$ cat src/rtl/hdp_pkg.sv
package hdp_pkg;
   typedef enum logic [1:0] {
      XS_IDLE = 2'd0,
      XS_ACC  = 2'd1,
      XS_REL  = 2'd2
   } xfer_st_e;
endpackage

$ cat src/rtl/hdp_sync.sv
module hdp_sync #(
   parameter int STAGES = 2,
   parameter int W      = 1
) (
   input  logic         clk,
   input  logic         rst_n,
   input  logic [W-1:0] d,
   output logic [W-1:0] q
);
   generate
      if (STAGES < 2) begin : g_bad_stages
         $error("hdp_sync: STAGES must be at least 2");
      end
   endgenerate

   logic [STAGES-1:0][W-1:0] chain;

   always_ff @(posedge clk or negedge rst_n) begin
      if (!rst_n) chain <= '0;
      else        chain <= {chain[STAGES-2:0], d};
   end

   assign q = chain[STAGES-1];
endmodule

$ cat src/rtl/hdp_addr.sv
module hdp_addr #(
   parameter int ADDR_W = 14
) (
   input  logic              clk,
   input  logic              rst_n,
   input  logic              alatch_s,
   input  logic [ADDR_W:0]   bus_i,
   input  logic              core_ld,
   input  logic [ADDR_W-1:0] core_addr,
   input  logic              core_pm,
   input  logic              incr,
   output logic [ADDR_W-1:0] addr,
   output logic              is_pm,
   output logic              reload
);
   logic alatch_q;
   logic fall;

   assign fall   = alatch_q & ~alatch_s;
   assign reload = fall | core_ld;

   always_ff @(posedge clk or negedge rst_n) begin
      if (!rst_n) begin
         alatch_q <= 1'b0;
         addr     <= '0;
         is_pm    <= 1'b0;
      end else begin
         alatch_q <= alatch_s;
         if (fall) begin
            addr  <= bus_i[ADDR_W-1:0];
            is_pm <= bus_i[ADDR_W];
         end else if (core_ld) begin
            addr  <= core_addr;
            is_pm <= core_pm;
         end else if (incr) begin
            addr <= addr + 1'b1;
         end
      end
   end

   a_r4_addr_step : assert property (@(posedge clk) disable iff (!rst_n)
      (incr && !reload) |=> (addr == ADDR_W'($past(addr) + 1'b1)));

   a_r2_latch_capture : assert property (@(posedge clk) disable iff (!rst_n)
      fall |=> (addr == $past(bus_i[ADDR_W-1:0]) && is_pm == $past(bus_i[ADDR_W])));

   a_r9_core_load : assert property (@(posedge clk) disable iff (!rst_n)
      (core_ld && !fall) |=> (addr == $past(core_addr) && is_pm == $past(core_pm)));
endmodule

$ cat src/rtl/hdp_xfer.sv
module hdp_xfer
   import hdp_pkg::*;
#(
   parameter int ADDR_W    = 14,
   parameter int BUS_W     = 16,
   parameter int PM_W      = 24,
   parameter int CTRL_BASE = 'h3FE0,
   parameter bit PROTECT   = 1'b1
) (
   input  logic              clk,
   input  logic              rst_n,
   input  logic              req_raw,
   input  logic              req_s,
   input  logic              is_wr,
   input  logic [BUS_W-1:0]  wdata,
   input  logic [ADDR_W-1:0] addr,
   input  logic              is_pm,
   input  logic              phase_clr,
   input  logic [PM_W-1:0]   mem_rdata,
   output logic              mem_req,
   output logic              mem_we,
   output logic [PM_W-1:0]   mem_wdata,
   output logic [BUS_W-1:0]  dout,
   output logic              ack,
   output logic              incr
);
   localparam int LO_W = PM_W - BUS_W;
   localparam logic [ADDR_W-1:0] CTRL_LIM = ADDR_W'(CTRL_BASE);

   xfer_st_e         st;
   logic             phase;
   logic [BUS_W-1:0] stage_hi;
   logic [LO_W-1:0]  stage_lo;
   logic             blocked;
   logic             in_acc;
   logic             needs_mem;

   generate
      if (PROTECT) begin : g_protect
         assign blocked = ~is_pm & is_wr & (addr >= CTRL_LIM);
      end else begin : g_open
         assign blocked = 1'b0;
      end
   endgenerate

   assign in_acc    = (st == XS_ACC);
   assign needs_mem = is_pm ? (is_wr ? phase : ~phase) : ~blocked;
   assign mem_req   = in_acc & needs_mem;
   assign mem_we    = is_wr;
   assign mem_wdata = is_pm ? {stage_hi, wdata[LO_W-1:0]} : {{LO_W{1'b0}}, wdata};
   assign incr      = in_acc & (~is_pm | phase);
   assign ack       = (st == XS_REL) | ((st == XS_IDLE) & ~req_raw);

   always_ff @(posedge clk or negedge rst_n) begin
      if (!rst_n) begin
         st       <= XS_IDLE;
         phase    <= 1'b0;
         stage_hi <= '0;
         stage_lo <= '0;
         dout     <= '0;
      end else begin
         case (st)
            XS_IDLE: if (req_s) st <= XS_ACC;
            XS_ACC:  st <= XS_REL;
            XS_REL:  if (!req_s) st <= XS_IDLE;
            default: st <= XS_IDLE;
         endcase
         if (phase_clr)          phase <= 1'b0;
         else if (in_acc && is_pm) phase <= ~phase;
         if (in_acc && is_wr && is_pm && !phase) stage_hi <= wdata;
         if (in_acc && !is_wr) begin
            if (!is_pm)     dout <= mem_rdata[BUS_W-1:0];
            else if (phase) dout <= {{(BUS_W-LO_W){1'b0}}, stage_lo};
            else begin
               dout     <= mem_rdata[PM_W-1:LO_W];
               stage_lo <= mem_rdata[LO_W-1:0];
            end
         end
      end
   end

   a_r3_single_access : assert property (@(posedge clk) disable iff (!rst_n)
      mem_req |=> !mem_req);

   a_r3_ack_low_on_access : assert property (@(posedge clk) disable iff (!rst_n)
      mem_req |-> !ack);

   a_r8_no_ctrl_write : assert property (@(posedge clk) disable iff (!rst_n)
      (PROTECT && mem_req && mem_we && !is_pm) |-> (addr < CTRL_LIM));

   a_r6_first_half_silent : assert property (@(posedge clk) disable iff (!rst_n)
      (in_acc && is_pm && is_wr && !phase) |-> !mem_req);
endmodule

$ cat src/rtl/hostdma_port.sv
module hostdma_port #(
   parameter int ADDR_W      = 14,
   parameter int BUS_W       = 16,
   parameter int PM_W        = 24,
   parameter int SYNC_STAGES = 2,
   parameter int CTRL_BASE   = 'h3FE0,
   parameter bit PROTECT     = 1'b1
) (
   input  logic              clk,
   input  logic              rst_n,
   input  logic [BUS_W-1:0]  host_ad_i,
   output logic [BUS_W-1:0]  host_ad_o,
   input  logic              host_alatch,
   input  logic              host_cs,
   input  logic              host_rd,
   input  logic              host_wr,
   output logic              host_ack,
   input  logic              core_ld,
   input  logic [ADDR_W-1:0] core_ld_addr,
   input  logic              core_ld_pm,
   input  logic              boot_host,
   output logic              core_hold,
   output logic              mem_req,
   output logic              mem_we,
   output logic              mem_is_pm,
   output logic [ADDR_W-1:0] mem_addr,
   output logic [PM_W-1:0]   mem_wdata,
   input  logic [PM_W-1:0]   mem_rdata
);
   generate
      if (ADDR_W + 1 > BUS_W) begin : g_bad_addr
         $error("hostdma_port: address plus type bit must fit the bus");
      end
      if (PM_W <= BUS_W || PM_W - BUS_W > BUS_W) begin : g_bad_pm
         $error("hostdma_port: program word must need exactly two bus transfers");
      end
      if (CTRL_BASE >= (1 << ADDR_W)) begin : g_bad_ctrl
         $error("hostdma_port: CTRL_BASE outside the address space");
      end
   endgenerate

   logic       req_raw;
   logic [1:0] sync_q;
   logic       alatch_s;
   logic       req_s;
   logic       is_pm;
   logic       reload;
   logic       incr;
   logic       released;

   assign req_raw = host_cs & (host_rd | host_wr);

   hdp_sync #(.STAGES(SYNC_STAGES), .W(2)) u_sync (
      .clk   (clk),
      .rst_n (rst_n),
      .d     ({host_alatch, req_raw}),
      .q     (sync_q)
   );
   assign alatch_s = sync_q[1];
   assign req_s    = sync_q[0];

   hdp_addr #(.ADDR_W(ADDR_W)) u_addr (
      .clk       (clk),
      .rst_n     (rst_n),
      .alatch_s  (alatch_s),
      .bus_i     (host_ad_i[ADDR_W:0]),
      .core_ld   (core_ld),
      .core_addr (core_ld_addr),
      .core_pm   (core_ld_pm),
      .incr      (incr),
      .addr      (mem_addr),
      .is_pm     (is_pm),
      .reload    (reload)
   );

   hdp_xfer #(
      .ADDR_W    (ADDR_W),
      .BUS_W     (BUS_W),
      .PM_W      (PM_W),
      .CTRL_BASE (CTRL_BASE),
      .PROTECT   (PROTECT)
   ) u_xfer (
      .clk       (clk),
      .rst_n     (rst_n),
      .req_raw   (req_raw),
      .req_s     (req_s),
      .is_wr     (host_wr),
      .wdata     (host_ad_i),
      .addr      (mem_addr),
      .is_pm     (is_pm),
      .phase_clr (reload),
      .mem_rdata (mem_rdata),
      .mem_req   (mem_req),
      .mem_we    (mem_we),
      .mem_wdata (mem_wdata),
      .dout      (host_ad_o),
      .ack       (host_ack),
      .incr      (incr)
   );

   assign mem_is_pm = is_pm;

   always_ff @(posedge clk or negedge rst_n) begin
      if (!rst_n) released <= 1'b0;
      else if (mem_req && mem_we && is_pm && mem_addr == '0) released <= 1'b1;
   end

   assign core_hold = boot_host & ~released;

   a_r10_release_cause : assert property (@(posedge clk) disable iff (!rst_n)
      ($fell(core_hold) && boot_host) |->
         $past(mem_req && mem_we && mem_is_pm && mem_addr == '0));

   a_r10_stays_released : assert property (@(posedge clk) disable iff (!rst_n)
      (!core_hold && boot_host && $past(boot_host)) |=> (!core_hold || !boot_host));
endmodule

$ cat config.mk
export PLATFORM = sky130hd
export DESIGN_NAME = hostdma_port
export DESIGN_NICKNAME = d
export VERILOG_FILES = /design/src/rtl/hdp_pkg.sv /design/src/rtl/hdp_sync.sv /design/src/rtl/hdp_addr.sv /design/src/rtl/hdp_xfer.sv /design/src/rtl/hostdma_port.sv
export SDC_FILE = /design/constraint.sdc
export NUM_CORES = 1
export LEC_CHECK = 0
export ABC_CLOCK_PERIOD_IN_PS = 1650
export BUFFER_PORTS_ARGS = -buffer_cell sky130_fd_sc_hd__buf_2
export CAP_MARGIN = 20
export CELL_PAD_IN_SITES_DETAIL_PLACEMENT = 0
export CELL_PAD_IN_SITES_GLOBAL_PLACEMENT = 1
export CORE_AREA = 2 2 104 106
export DETAILED_ROUTE_END_ITERATION = 16
export DIE_AREA = 0 0 106 108
export PLACE_DENSITY = 0.76
export SLEW_MARGIN = 20
export SYNTH_ARGS = -nofsm -noshare
export SYNTH_HDL_FRONTEND = slang
export SYNTH_SLANG_ARGS = --single-unit
$ cat constraint.sdc
create_clock -name clk -period 1.65 [get_ports clk]
set_input_delay 0.2475 -clock clk [delete_from_list [all_inputs] [get_ports clk]]
set_output_delay 0.2475 -clock clk [all_outputs]
set_load 0.1 [all_outputs]
==> results of run 1 <==
[power groups by stage]
stage / clock network (mW) / registers, mW / logic (mW)
final: 1.55 / 2.46 / 5.29
after global routing: 1.68 / 2.53 / 5.49
after CTS: 1.59 / 2.45 / 5.19
after detailed placement: 0 / 2.49 / 5.10
after global placement: 0 / 2.46 / 5.06
after floorplan: 0 / 4.25 / 2.02
[cell type report]
type | count | area (sq um) | share of cell area (%)
clock buffers | 10 | 138 | 2.59
clock inverters | 6 | 91.3 | 1.72
inverters | 6 | 27.5 | 0.519
multi-input cells | 241 | 1840 | 34.6
flip-flops and latches | 64 | 1650 | 31.0
well taps | 136 | 170 | 3.21
repair buffers | 173 | 1400 | 26.3
[worst max-delay path, cell delays in order (launching register included)]
cell	delay [ns]
sky130_fd_sc_hd__dfrtp_4	0.48
sky130_fd_sc_hd__and4_1	0.22
sky130_fd_sc_hd__and3_4	0.19
sky130_fd_sc_hd__a31oi_4	0.20
sky130_fd_sc_hd__buf_12	0.20
[per-stage QoR]
step	util, %	hold slack [ns]	setup WS (ns)	total power, mW
2_1_floorplan	-	-0.0481	-0.465	6.27
3_3_place_gp	45.8	0.205	-0.111	7.51
3_5_place_dp	45.8	0.205	-0.188	7.59
4_1_cts	49.5	0.122	-0.273	9.23
5_1_grt	51.9	0.121	-0.291	9.70
6_report	51.9	0.135	-0.244	9.31
[sequential cells by signal (all words and copies together), names as in the netlist]
signal,flops
released,1
u_addr.alatch_q,1
u_xfer.stage_hi,16
u_xfer.phase,1
u_xfer.dout,16
u_sync.q,2
u_sync.chain,2
u_xfer.st,2
u_addr.addr,14
u_xfer.stage_lo,8
u_addr.is_pm,1
[synthesized netlist by cell type, types with 3 or more instances]
cell type | count | share of area [%]
sky130_fd_sc_hd__inv_1 | 6 | 0.66
sky130_fd_sc_hd__a21oi_1 | 16 | 2.4
sky130_fd_sc_hd__a221oi_1 | 7 | 1.8
sky130_fd_sc_hd__nand2b_1 | 5 | 0.92
sky130_fd_sc_hd__and2_1 | 8 | 1.5
sky130_fd_sc_hd__mux2i_1 | 11 | 3.2
sky130_fd_sc_hd__xnor2_1 | 5 | 1.3
sky130_fd_sc_hd__a31oi_1 | 6 | 1.1
sky130_fd_sc_hd__mux2_2 | 35 | 12
sky130_fd_sc_hd__nand3b_1 | 4 | 0.88
sky130_fd_sc_hd__nor4_1 | 3 | 0.55
sky130_fd_sc_hd__nand3_1 | 5 | 0.74
sky130_fd_sc_hd__nor2_1 | 24 | 2.6
sky130_fd_sc_hd__xor2_1 | 3 | 0.77
sky130_fd_sc_hd__nor2b_1 | 3 | 0.55
sky130_fd_sc_hd__dfrtp_1 | 64 | 47
sky130_fd_sc_hd__nor3_1 | 3 | 0.44
sky130_fd_sc_hd__o31ai_1 | 3 | 0.66
sky130_fd_sc_hd__o21ai_0 | 33 | 4.9
sky130_fd_sc_hd__buf_4 | 11 | 2.4
sky130_fd_sc_hd__clkbuf_1 | 12 | 1.3
sky130_fd_sc_hd__buf_2 | 4 | 0.59
sky130_fd_sc_hd__nand2_1 | 38 | 4.2
[layer usage]
| layer | global-route usage, % | part of all wire [%] |
|---|---|---|
| met3 | 5.67 | 7.6 |
| met1 | 21.8 | 42 |
| met2 | 30.2 | 48 |
| met5 | 0 | 0 |
| met4 | 7.99 | 2.3 |
[worst min path at each step]
| stage | endpoint | slack [ns] | depth (start not counted) |
|---|---|---|---|
| floorplan | released$_DFFE_PN0P_ | -0.05 | 0 |
| global placement | u_sync.q[0]$_DFF_PN0_ | 0.21 | 1 |
| detailed placement | u_xfer.dout[8]$_DFFE_PN0P_ | 0.20 | 1 |
| CTS | u_xfer.stage_lo[0]$_DFFE_PN0P_ | 0.12 | 2 |
| global route | u_addr.is_pm$_DFFE_PN0P_ | 0.12 | 3 |
| finish | u_addr.is_pm$_DFFE_PN0P_ | 0.14 | 3 |
[timing repair]
action,4_1_cts,5_1_grt
cloned,1,0
gates resized for setup,11,46
setup endpoints to repair,15,53
endpoints found under the hold margin,16,0
setup buffers,9,9
hold buffers,2,0
pin swaps,4,22
[kinds of logic after synthesis]
logic type | Yosys count | synth area share, %
AOI/OAI and AO/OA | 73 | 12.7
xor gates and xnor gates | 8 | 2.06
adders and majority gates | 2 | 0.735
buffers and inverters | 36 | 5.63
DFF | 64 | 47.1
muxes | 46 | 14.8
and+or+nand+nor | 112 | 17.0
==> results.ini, run 1 <==
[synth]
ys_seq_area_share_pct = 47.1
synth_edf_count = 0
share_of_async_settable_or_async_resettable_flops_after_synthesis_pct = 100
ys_warn_count = 0
syn_area_sq_um = 3400
postSynthNetCount = 406
synthesis.instances = 341
ys_dominant_reg_cell = sky130_fd_sc_hd__dfrtp_1
synth-seq-cells = 64
post_synth.cell_area_avg_sq_um = 9.98
ys_types = 47

[cts]
number_of_clock_sinks = 64
clock_pin_transition_on_the_worst_setup_and_hold_timing_paths_ns = 0.07
tritoncts_buffer_count = 9
clkLatencyLatePin_ns = 0.35
cts_htree_levels = 3
cts_tree = done
cts-root-to-sink-buffers = 2
cts-root-buf = sky130_fd_sc_hd__clkbuf_8

[place]
post-place-cells = 599
placedInstanceArea_sq_um = 4690
routabilityCongestion = 0.890
place.detailed.hpwl_mm = 7.58
io_buffer_count = 121

[global_route]
globalRouteTotalUtil_pct = 18.2
gr-total-overflow = 0
vias_in_the_first_global_route = 3186
first_pass_grt_wire_length_mm = 16.0
grt_max_degree = 35
grt_antenna_before_repair = 0

[critical_path]
critical_path_arrival_ns = 1.65
timing.reg2reg.worst_path_depth = 7
start_kind = flip-flop
crit_end = mem_req
timing.critical_path.fanout_max = 2
critPathCaptureType = primary output
crit_path_start = u_addr.addr[6]$_DFFE_PN0P_
worstPathRequired_ns = 1.40
setup.reg_to_reg.worst_slack_ns = -0.09
worstSetupPathType = reg -> out
critical_path.reg2reg.endpoint = u_addr.addr[11]$_DFFE_PN0P_
worst_r2r_startpoint = u_addr.is_pm$_DFFE_PN0P_

[cells_and_area]
syn_to_final_growth_pct = 56.0
final_cell_count_no_fill = 636
layout_commonest_cell = sky130_fd_sc_hd__buf_2
fillers = 928
commonest_cells_after_routing_fill_and_taps_aside = sky130_fd_sc_hd__buf_2, sky130_fd_sc_hd__dfrtp_1, sky130_fd_sc_hd__buf_4
num_antenna_cells = 0
final_area_sq_um = 5310
layout-drive-gt1-share_pct = 55.4
design.final.nets = 560

[floorplanning]
row_count = 37
initial_core_util_pct = 33.3
die_area_sq_um = 11400
floorplan.die.height_microns = 108
floorplan.io_pins = 122
core_region_area_sq_um = 10200
fp.dieW_microns = 106

[pwr]
p_switching_mw = 4.71
power_density_nw_per_um2 = 1750
power.share.clock_pct = 16.7
power.combinational.fraction_pct = 56.9
pwr-share-seq_pct = 26.4
max-vdd-ir-drop_uv = 1070
internal-power_mw = 4.60
power.static_leakage_nw = 2.42
power_switching_share_pct = 50.6

[job]
drv.max_cap_violation_count = 0

[routing]
drt-wirelength-per-cell_microns = 16.2
drc = 0
finalWirelength_mm = 10.3
detail_route.first_pass.iterations = 4
drtIter0Drc = 156
antenna_violating_nets_post_route = 0
vias = 3144
vias_per_cell = 4.94

[timing]
worst-slew-pin-transition_ns = 0.511
timing_hold_violations_final = 0
worst_slew_margin_rel_pct = 66.2
max_clock_freq_mhz = 528
finalSetupViolCount = 22
finalCritPeriodShare_pct = 115
fin_worst_skew_ns = 0.0109
slew_viol_final = 0
setup_ws_ns = -0.244
rsz0062_at_grt = true
finalCriticalPeriod_ns = 1.89
tns_ns = -1.52

[worst_hold_path]
hold_path_class = in -> reg
hold_path.startpoint = host_ad_i[14]

[outcome]
run_status = finished with violations
violations_in_the_final_reports = negative setup slack

Note: power is estimated with default switching activity, not from simulation.
==> run 2, diff against run 1 <==
Settings changed: ABC_CLOCK_PERIOD_IN_PS 1650 to 2300, CORE_AREA 2 2 104 106 to 2 2 96 98, DIE_AREA 0 0 106 108 to 0 0 98 100, PLACE_DENSITY 0.76 to 0.84.
Clock period 1.65 ns to 2.3 ns, I/O delays scaled along.
==> results.ini, run 2 (synthesis gave the netlist of run 1 again) <==
[timing]
fin_worst_hold_slack_ns = 0.106  ; was 0.135 ns
tns_ns = 0  ; was -1.52 ns
slew_viol_final = 0  ; unchanged
rsz0062_at_grt = false  ; was true
fin_worst_skew_ns = 0.00620  ; was 0.0109 ns
timing_hold_violations_final = 0  ; unchanged
worst-slew-pin-transition_ns = 0.718  ; was 0.511 ns
finalCritPeriodShare_pct = 94.4
worst_slew_margin_rel_pct = 52.1  ; was 66.2%
finalSetupViolCount = 0  ; was 22
finalCriticalPeriod_ns = 2.17
max_clock_freq_mhz = 461

[cts]
clock_pin_transition_on_the_worst_setup_and_hold_timing_paths_ns = 0.08  ; was 0.07 ns
cts-root-to-sink-buffers = 2  ; unchanged
cts_tree = done  ; unchanged
tritoncts_buffer_count = 9  ; unchanged
number_of_clock_sinks = 64  ; unchanged
cts_htree_levels = 3  ; unchanged
clkLatencyLatePin_ns = 0.34  ; was 0.35 ns
cts-root-buf = sky130_fd_sc_hd__clkbuf_8  ; unchanged

[global_route]
grt_max_degree = 33  ; was 35
globalRouteTotalUtil_pct = 18.9  ; was 18.2%
grt_antenna_before_repair = 1  ; was 0
gr-total-overflow = 0  ; unchanged
vias_in_the_first_global_route = 2908  ; was 3186
first_pass_grt_wire_length_mm = 14.6  ; was 16.0 mm

[routing]
antenna_violating_nets_post_route = 0  ; unchanged
vias = 2996  ; was 3144
vias_per_cell = 5.27  ; was 4.94
drc = 0  ; unchanged
detail_route.first_pass.iterations = 4  ; unchanged
drt-wirelength-per-cell_microns = 16.2  ; about the same
finalWirelength_mm = 9.19  ; was 10.3 mm
drtIter0Drc = 220  ; was 156

[pwr]
p_switching_mw = 3.23  ; was 4.71 mW
power_density_nw_per_um2 = 1370  ; was 1750 nW/um^2
power.static_leakage_nw = 2.01  ; was 2.42 nW
internal-power_mw = 2.68  ; was 4.60 mW
power.combinational.fraction_pct = 52.8  ; was 56.9%
pwr-share-seq_pct = 30.2  ; was 26.4%
power.share.clock_pct = 17.0  ; was 16.7%
max-vdd-ir-drop_uv = 856  ; was 1070 uV
power_switching_share_pct = 54.6  ; was 50.6%

[critical_path]
critical_path_arrival_ns = 1.83  ; was 1.65 ns
critPathCaptureType = primary output  ; unchanged
worstPathRequired_ns = 1.96  ; was 1.40 ns
timing.critical_path.fanout_max = 21  ; was 2
worst-path-buf-inv = 2  ; was 1
start_kind = flip-flop  ; unchanged
crit_slowest_cell = sky130_fd_sc_hd__dfrtp_4  ; unchanged
worst_path_largest_cell_delay_ns = 0.55  ; was 0.48 ns
worstSetupPathType = reg -> out  ; unchanged
critical_path.cell_chain = buf_4 > mux2_2 > buf_2  ; was and4_1 > and3_4 > a31oi_4 > buf_12
timing.critical_path.max_delay_family = buffers and inverters  ; was flip-flops

[cells_and_area]
final_core_utilization_pct = 48.6  ; was 51.9%
commonest_cells_after_routing_fill_and_taps_aside = sky130_fd_sc_hd__buf_2, sky130_fd_sc_hd__dfrtp_1, sky130_fd_sc_hd__nand2_1  ; was sky130_fd_sc_hd__buf_2, sky130_fd_sc_hd__dfrtp_1, sky130_fd_sc_hd__buf_4
layout_commonest_cell = sky130_fd_sc_hd__buf_2  ; unchanged
layout_top_registers = u_xfer.dout (16), u_xfer.stage_hi (16), u_addr.addr (14)  ; unchanged
syn_to_final_growth_pct = 27.0  ; was 56.0%
design.final.nets = 518  ; was 560
layout-drive-gt1-share_pct = 43.0  ; was 55.4%
num_antenna_cells = 0  ; unchanged
final_cell_count_no_fill = 569  ; was 636
fillers = 848  ; was 928

[floorplanning]
floorplan.io_pins = 122  ; unchanged
die_area_sq_um = 9800  ; was 11400 sq um
row_count = 35  ; was 37
core_region_area_sq_um = 8890  ; was 10200 sq um
floorplan.die.height_microns = 100  ; was 108 microns
initial_core_util_pct = 38.3  ; was 33.3%
fp.dieW_microns = 98  ; was 106 microns

[place]
routabilityCongestion = 0.858  ; was 0.890
post-place-cells = 552  ; was 599
place.detailed.hpwl_mm = 6.86  ; was 7.58 mm
io_buffer_count = 121  ; unchanged

[worst_hold_path]
hold_path_class = in -> reg  ; unchanged

[job]
drv.max_cap_violation_count = 0  ; unchanged

[outcome]
run_status = finished clean  ; was finished with violations

-- run 2: cell types whose count changed in the layout (fill, tap and decap cells not counted), moves of 7 or more --
cell                      before  now
sky130_fd_sc_hd__dfrtp_1      50   60
sky130_fd_sc_hd__o21ai_1      11    0
sky130_fd_sc_hd__dfrtp_4      11    1
sky130_fd_sc_hd__and2_4        8    0
sky130_fd_sc_hd__buf_6         9    0
sky130_fd_sc_hd__o21ai_0      22   33
sky130_fd_sc_hd__buf_2       100  120
sky130_fd_sc_hd__and2_1        0    7
sky130_fd_sc_hd__buf_4        37    8
sky130_fd_sc_hd__mux2_2       28   35
sky130_fd_sc_hd__mux2_4        7    0
sky130_fd_sc_hd__buf_12       22    2
-- run 2: routing by layer --
| layer | vias to the layer above | share of wire [%] | GRT usage (%) |
|---|---|---|---|
| met2 | 135 | 48 | 30.6 |
| li1 | 1417 | - | - |
| met1 | 1433 | 43 | 24.3 |
| met5 | - | 0.17 | 0 |
| met4 | 2 | 1.1 | 6.94 |
| met3 | 9 | 8.3 | 5.50 |
-- run 2: path summary, 6_finish.rpt --
| check | start | to | slack, ns | depth (start not counted) |
|---|---|---|---|---|
| worst max-delay path | u_addr.is_pm$_DFFE_PN0P_ | mem_wdata[8] | 0.13 | 3 |
| worst min-delay path | host_alatch | u_sync.chain[1]$_DFF_PN0_ | 0.11 | 1 |
| worst max register to register | u_addr.is_pm$_DFFE_PN0P_ | u_addr.addr[9]$_DFFE_PN0P_ | 0.44 | 6 |
| worst min register to register | u_sync.chain[0]$_DFF_PN0_ | u_sync.q[0]$_DFF_PN0_ | 0.35 | 0 |
| max in group asynchronous | rst_n | u_addr.addr[6]$_DFFE_PN0P_ | 1.22 | 3 |
| min in group asynchronous | rst_n | u_sync.q[0]$_DFF_PN0_ | 0.46 | 2 |
-- run 2: power groups by stage --
stage,Sequential (mW),Clock [mW],Combinational (mW)
4_1_cts,1.78,1.03,3.14
3_5_place_dp,1.80,0,3.13
3_3_place_gp,1.79,0,3.11
5_1_grt,1.83,1.09,3.25
2_1_floorplan,3.02,0,1.37
6_report,1.78,1.01,3.12
-- run 2: through the flow --
step	cell area, sq um	power [mW]	worst slack, ns
final	4320	5.91	0.129
after global routing	4320	6.17	0.0328
after CTS	4320	5.95	0.108
after detailed placement	4100	4.93	0.463
after global placement	4100	4.89	0.480
after floorplan	3430	4.39	-0.00493
-- run 2: timing repair --
| action | 4_1_cts | 5_1_grt |
|---|---|---|
| gates resized for setup | 0 | 1 |
| hold buffers | 1 | 0 |
| setup buffers | 0 | 0 |
| setup endpoints to repair | 0 | 1 |
| endpoints found under the hold margin | 13 | 0 |
-- run 2: cell type report --
class | instances | area, sq um | share of cell area (%)
Clock inverter | 6 | 67.6 | 1.56
Tap cell | 111 | 139 | 3.22
Sequential cell | 64 | 1610 | 37.3
Multi-Input combinational cell | 241 | 1630 | 37.7
Clock buffer | 10 | 138 | 3.19
Timing Repair Buffer | 131 | 711 | 16.5
Inverter | 6 | 26.3 | 0.608
